<file path="src/rtl/tmr_pkg.sv">
package tmr_pkg;
  localparam int AW = 3;
  localparam logic [AW-1:0] A_CTRL = 3'd0;
  localparam logic [AW-1:0] A_MOD  = 3'd1;
  localparam logic [AW-1:0] A_CFG  = 3'd2;
  localparam logic [AW-1:0] A_CHV  = 3'd3;
  localparam logic [AW-1:0] A_CNT  = 3'd4;

  localparam int B_TOV = 0;
  localparam int B_ELA = 1;
  localparam int B_ELB = 2;
  localparam int B_MSA = 3;
  localparam int B_MSB = 4;
  localparam int B_FLG = 5;

  // compare action selected by the edge/level code in output mode
  typedef enum logic [1:0] {
    ACT_NONE   = 2'b00,
    ACT_TOGGLE = 2'b01,
    ACT_CLEAR  = 2'b10,
    ACT_SET    = 2'b11
  } pin_act_e;

  typedef struct packed {
    logic       msb;
    logic       msa;
    logic [1:0] el;
    logic       tov;
  } chcfg_t;
endpackage

</file>
<file path="src/rtl/tmr_counter.sv">
module tmr_counter #(
  parameter int W = 16
) (
  input  logic         clk,
  input  logic         rst_n,
  input  logic         hold,
  input  logic [W-1:0] mod_val,
  output logic [W-1:0] cnt,
  output logic         ovf
);
  // wrap strobe: last count of the period, only while running
  assign ovf = !hold && (cnt == mod_val);

  always_ff @(posedge clk or negedge rst_n) begin
    if (!rst_n)          cnt <= '0;
    else if (hold || ovf) cnt <= '0;
    else                 cnt <= cnt + 1'b1;
  end
endmodule

</file>
<file path="src/rtl/tmr_cap_detect.sv">
module tmr_cap_detect #(
  parameter int SYNC = 2
) (
  input  logic       clk,
  input  logic       rst_n,
  input  logic       cap_in,
  input  logic       enable,
  input  logic [1:0] el,
  output logic       hit
);
  logic [SYNC-1:0] stage_q;
  logic            prev_q;
  logic            rise, fall;

  for (genvar g = 0; g < SYNC; g++) begin : g_sync
    if (g == 0) begin : g_first
      always_ff @(posedge clk or negedge rst_n) begin
        if (!rst_n) stage_q[0] <= 1'b0;
        else        stage_q[0] <= cap_in;
      end
    end else begin : g_next
      always_ff @(posedge clk or negedge rst_n) begin
        if (!rst_n) stage_q[g] <= 1'b0;
        else        stage_q[g] <= stage_q[g-1];
      end
    end
  end

  always_ff @(posedge clk or negedge rst_n) begin
    if (!rst_n) prev_q <= 1'b0;
    else        prev_q <= stage_q[SYNC-1];
  end

  assign rise = stage_q[SYNC-1] & ~prev_q;
  assign fall = ~stage_q[SYNC-1] & prev_q;
  // code bit0 arms rising edges, bit1 arms falling edges
  assign hit  = enable && ((el[0] && rise) || (el[1] && fall));
endmodule

</file>
<file path="src/rtl/tmr_pin_ctrl.sv">
module tmr_pin_ctrl
  import tmr_pkg::*;
(
  input  logic       clk,
  input  logic       rst_n,
  input  logic [1:0] el,
  input  logic       msa,
  input  logic       out_mode,
  input  logic       tov,
  input  logic       ovf,
  input  logic       match,
  output logic       pin
);
  pin_act_e act;
  assign act = pin_act_e'(el);

  always_ff @(posedge clk or negedge rst_n) begin
    if (!rst_n) begin
      pin <= 1'b1;
    end else if (el == 2'b00) begin
      pin <= ~msa;                     // preset level under port control
    end else if (out_mode) begin
      if (tov && ovf) begin
        pin <= ~pin;                   // overflow toggle beats compare
      end else if (match) begin
        case (act)
          ACT_TOGGLE: pin <= ~pin;
          ACT_CLEAR:  pin <= 1'b0;
          ACT_SET:    pin <= 1'b1;
          default:    pin <= pin;
        endcase
      end
    end
  end
endmodule

</file>
<file path="src/rtl/tmr_chan_top.sv">
module tmr_chan_top
  import tmr_pkg::*;
#(
  parameter int W    = 16,
  parameter int SYNC = 2
) (
  input  logic          clk,
  input  logic          rst_n,
  input  logic          wr_en,
  input  logic [2:0]    wr_addr,
  input  logic [W-1:0]  wr_data,
  input  logic          rd_en,
  input  logic [2:0]    rd_addr,
  output logic [W-1:0]  rd_data,
  input  logic          cap_in,
  output logic          ch_out,
  output logic          ch_oe,
  output logic          tmr_ovf
);
  localparam int CFGW = B_FLG + 1;

  logic         hold_q;
  logic [W-1:0] mod_q;
  chcfg_t       cfg;
  logic         flag_q;
  logic         armed_q;
  logic [W-1:0] chv_q;
  logic [W-1:0] cnt;
  logic         ovf;
  logic         out_mode;
  logic         match;
  logic         cap_hit;
  logic         pin;
  logic         cfg_wr;
  logic         flag_clr;

  assign cfg_wr   = wr_en && (wr_addr == A_CFG);
  assign flag_clr = cfg_wr && !wr_data[B_FLG] && armed_q;
  assign out_mode = cfg.msb | cfg.msa;
  assign match    = out_mode && !hold_q && (cnt == chv_q);

  tmr_counter #(.W(W)) u_cnt (
    .clk(clk), .rst_n(rst_n), .hold(hold_q), .mod_val(mod_q),
    .cnt(cnt), .ovf(ovf)
  );

  tmr_cap_detect #(.SYNC(SYNC)) u_cap (
    .clk(clk), .rst_n(rst_n), .cap_in(cap_in), .enable(!out_mode),
    .el(cfg.el), .hit(cap_hit)
  );

  tmr_pin_ctrl u_pin (
    .clk(clk), .rst_n(rst_n), .el(cfg.el), .msa(cfg.msa),
    .out_mode(out_mode), .tov(cfg.tov), .ovf(ovf), .match(match),
    .pin(pin)
  );

  always_ff @(posedge clk or negedge rst_n) begin
    if (!rst_n) begin
      hold_q <= 1'b0;
      mod_q  <= '1;
      cfg    <= '0;
    end else if (wr_en) begin
      case (wr_addr)
        A_CTRL: hold_q <= wr_data[0];
        A_MOD:  mod_q  <= wr_data;
        A_CFG:  cfg    <= '{msb: wr_data[B_MSB], msa: wr_data[B_MSA],
                            el: {wr_data[B_ELB], wr_data[B_ELA]},
                            tov: wr_data[B_TOV]};
        default: ;
      endcase
    end
  end

  always_ff @(posedge clk or negedge rst_n) begin
    if (!rst_n) begin
      flag_q  <= 1'b0;
      armed_q <= 1'b0;
    end else begin
      if (match || cap_hit) flag_q <= 1'b1;
      else if (flag_clr)    flag_q <= 1'b0;
      if (cfg_wr)                                   armed_q <= 1'b0;
      else if (rd_en && rd_addr == A_CFG && flag_q) armed_q <= 1'b1;
    end
  end

  always_ff @(posedge clk or negedge rst_n) begin
    if (!rst_n)                          chv_q <= '0;
    else if (cap_hit)                    chv_q <= cnt;
    else if (wr_en && wr_addr == A_CHV)  chv_q <= wr_data;
  end

  always_comb begin
    rd_data = '0;
    case (rd_addr)
      A_CTRL: rd_data[0] = hold_q;
      A_MOD:  rd_data = mod_q;
      A_CFG:  rd_data[CFGW-1:0] = {flag_q, cfg.msb, cfg.msa, cfg.el, cfg.tov};
      A_CHV:  rd_data = chv_q;
      A_CNT:  rd_data = cnt;
      default: rd_data = '0;
    endcase
  end

  assign ch_out  = pin;
  assign ch_oe   = out_mode && (cfg.el != 2'b00);
  assign tmr_ovf = ovf;
endmodule

</file>
<file path="config.mk">
export PLATFORM = sky130hd
export DESIGN_NAME = tmr_chan_top
export DESIGN_NICKNAME = d
export VERILOG_FILES = /design/src/rtl/tmr_pkg.sv /design/src/rtl/tmr_counter.sv /design/src/rtl/tmr_cap_detect.sv /design/src/rtl/tmr_pin_ctrl.sv /design/src/rtl/tmr_chan_top.sv
export SDC_FILE = /design/constraint.sdc
export NUM_CORES = 1
export LEC_CHECK = 0
export BUFFER_PORTS_ARGS = -buffer_cell sky130_fd_sc_hd__buf_2
export CAP_MARGIN = 20
export CORE_UTILIZATION = 39
export CTS_CLUSTER_SIZE = 25
export DETAILED_ROUTE_END_ITERATION = 10
export PLACE_DENSITY = 0.68
export SLEW_MARGIN = 20
export SYNTH_ARGS = -nofsm -noshare
export SYNTH_HDL_FRONTEND = slang
export SYNTH_HIERARCHICAL = 1
export SYNTH_SLANG_ARGS = --single-unit
export TNS_END_PERCENT = 50
</file>
<file path="constraint.sdc">
create_clock -name clk -period 5.44 [get_ports clk]
set_clock_uncertainty 0.15 [all_clocks]
set_input_delay 0.816 -clock clk [delete_from_list [all_inputs] [get_ports clk]]
set_output_delay 0.816 -clock clk [all_outputs]
set_load 0.05 [all_outputs]
</file>
==> flow_summary.json <==
{
  "synth_cells": 332,
  "die_h_um": 95.9,
  "dp_hpwl_mm": 5.74,
  "outcome": "finished, final reports clean",
  "antenna_found_initial": 0,
  "die_area_sq_um": 9190,
  "finalSetupViolations": 0,
  "diodes": 0,
  "async_reset_ff_frac": 1.00,
  "start_util": 0.410,
  "synth_cell_type_count": 43,
  "worstSetupStartpointType": "input port",
  "area_growth_pct": 14.9,
  "synth_edf_count": 0,
  "clock_path_buffers": 2,
  "drt-initial-drc-count": 166,
  "cts_resized": 0,
  "r2r_setup_slack_ns": 3.00,
  "power_density_nw_per_um2": 384,
  "clock_sinks": 60,
  "io_pins": 46,
  "period_share": 0.610,
  "postPlaceCellArea_sq_um": 3750,
  "grt_max_degree": 61,
  "min_period_ns": 3.32,
  "required_ns": 4.47,
  "wirelength_mm": 8.20,
  "first_pass_iters": 4,
  "cp.arrival_ns": 2.35,
  "yosysTopAreaCellShare": 0.313,
  "globalplace.congestion": 0.819,
  "cp_max_fo": 22,
  "clkLatencyLatePin_ns": 0.34,
  "slew_headroom": 0.459,
  "wl_per_cell_um": 16.8,
  "grt_pass1_vias": 2601,
  "rsz0062_at_grt": "no",
  "p_leak_uw": 0.00181,
  "yosys.area.top_type": "dfrtp_1",
  "grt_use_met2": 0.313,
  "netSwitchingPower_uw": 533,
  "multiInputGateArea_sq_um": 1820,
  "tritoncts": "yes",
  "met3_usage": 0.0419,
  "rows": 33,
  "holdCritPathClass": "reg -> reg",
  "remaining_drc_errors": 0,
  "core_sq_um": 8380,
  "grt_use_met1": 0.267,
  "ys_ff_latch": 60,
  "clkTransAtPathRegs_ns": 0.06,
  "grt_pass1_wl_mm": 13.2,
  "grt-ovfl-total": 0,
  "clkPwrFrac": 0.268,
  "final_common_cell": "buf_2",
  "max_freq_mhz": 301,
  "synth-main-ff-cell": "dfrtp_1",
  "vdd_drop_max_mv": 0.204,
  "drv_slew": 0,
  "finalHoldViolations": 0,
  "internal_power_uw": 983,
  "seqPwrFrac": 0.450,
  "nFillCells": 823,
  "cap_viol_max_count": 0,
  "grt_usage": 0.196,
  "yosysWarningCount": 6,
  "yosysSeqAreaShare": 0.443,
  "top_usage_layer": "met2",
  "nNetsFinal": 406,
  "regArea_sq_um": 1520,
  "ys_top_cells_by_area": "dfrtp_1 (31%), dfstp_2 (13%), mux2i_1 (9.0%)",
  "die_x_um": 95.9,
  "syn_avg_cell_area_sq_um": 10.3,
  "hold_buffers": 0,
  "synth_area_sq_um": 3440,
  "end_kind": "output pin",
  "io_buffers": 45,
  "cts-root-buf": "clkbuf_8",
  "mostFrequentLayoutCells": "buf_2 (45), dfrtp_1 (43), nand2_1 (33)",
  "fin_setup_tns_ns": 0,
  "critical_path_class": "in -> out",
  "via_count": 2638,
  "swShare": 0.351,
  "ant_nets": 0,
  "viasPerCell": 5.41,
  "cts_buffers": 9,
  "post-cts-setup-buffers": 0,
  "drive_gt1_frac": 0.232,
  "tightest_slew_ns": 0.807,
  "cts_max_level": 3,
  "combPwrFrac": 0.282,
  "final_area_sq_um": 3950,
  "mappedNetlistNets": 360
}
==> cells by family (layout without fill, tap and decap cells) <==
family / Yosys count / in the layout / share of synthesized area
and+or+nand+nor: 102 / 102 / 0.150
DFF: 60 / 60 / 0.443
muxes: 55 / 55 / 0.169
AOI/OAI and AO/OA: 48 / 48 / 0.0841
xor gates and xnor gates: 46 / 46 / 0.117
buffers and inverters: 20 / 71 / 0.0324
adders and majority gates: 1 / 1 / 0.00364
==> per-stage QoR <==
stage | hold slack (ns) | util | power, uW | instances | worst slack (ns)
2_1_floorplan | 0.181 | - | 993 | 332 | 2.18
3_3_place_gp | 0.185 | 0.447 | 1100 | 472 | 2.14
3_5_place_dp | 0.187 | 0.447 | 1120 | 472 | 2.12
4_1_cts | 0.201 | 0.471 | 1530 | 488 | 2.11
5_1_grt | 0.206 | 0.471 | 1600 | 488 | 1.98
6_report | 0.198 | 0.471 | 1520 | 488 | 2.12
==> power groups by stage <==
stage / logic [uW] / registers, uW / clock network [uW]
floorplan: 322 / 671 / 0
global placement: 419 / 683 / 0
detailed placement: 429 / 689 / 0
CTS: 431 / 681 / 415
global route: 469 / 698 / 435
finish: 427 / 682 / 407
==> Yosys cell counts (all sizes together) (2+ instances only) <==
cell,n
dfrtp,43
nand2,34
mux2i,31
o21ai,28
xor2,26
mux2,24
nor2,24
xnor2,20
dfstp,17
nor4,11
buf,8
nand3,7
clkbuf,6
inv,6
a22oi,5
nand4,5
nor3,5
o22ai,5
nor2b,4
a21oi,3
nand4b,3
nand2b,2
nor4bb,2
o32ai,2
==> registers in the layout (all words and copies together), names as in the netlist, 2 cells and up <==
name / cells
cfg: 5
u_cap/stage_q: 2
u_cnt/cnt: 16
chv_q: 16
mod_q: 16
==> per-layer routing <==
metal  vias up  share of wire
met5         -              0
met4         0          0.015
met3        10          0.047
met2        66           0.48
met1      1287           0.46
li1       1275              -
==> critical path: stages <==
cell and delay [ns]:
buf_2 0.29, nor3b_2 0.74, nand2_1 0.11, o21ai_1 0.10, buf_2 0.28
==> final cells by class <==
class	instances	share of cell area
Sequential cell	60	0.386
Multi-Input combinational cell	252	0.461
Clock buffer	15	0.0422
Clock inverter	1	0.00761
Tap cell	105	0.0333
Inverter	6	0.00571
Timing Repair Buffer	49	0.0647
==> final timing paths <==
kind                            cells past startpoint          endpoint             start
worst min-delay path                                0  u_cap/stage_q[1]  u_cap/stage_q[0]
worst min register to register                      0  u_cap/stage_q[1]  u_cap/stage_q[0]
worst max register to register                      7         u_pin/pin      u_cnt/cnt[7]
min in group asynchronous                           2            cfg[1]             rst_n
max in group asynchronous                           2          chv_q[8]             rst_n
worst max-delay path                                5       rd_data[11]        rd_addr[1]
(Power assumes the default switching activity.)
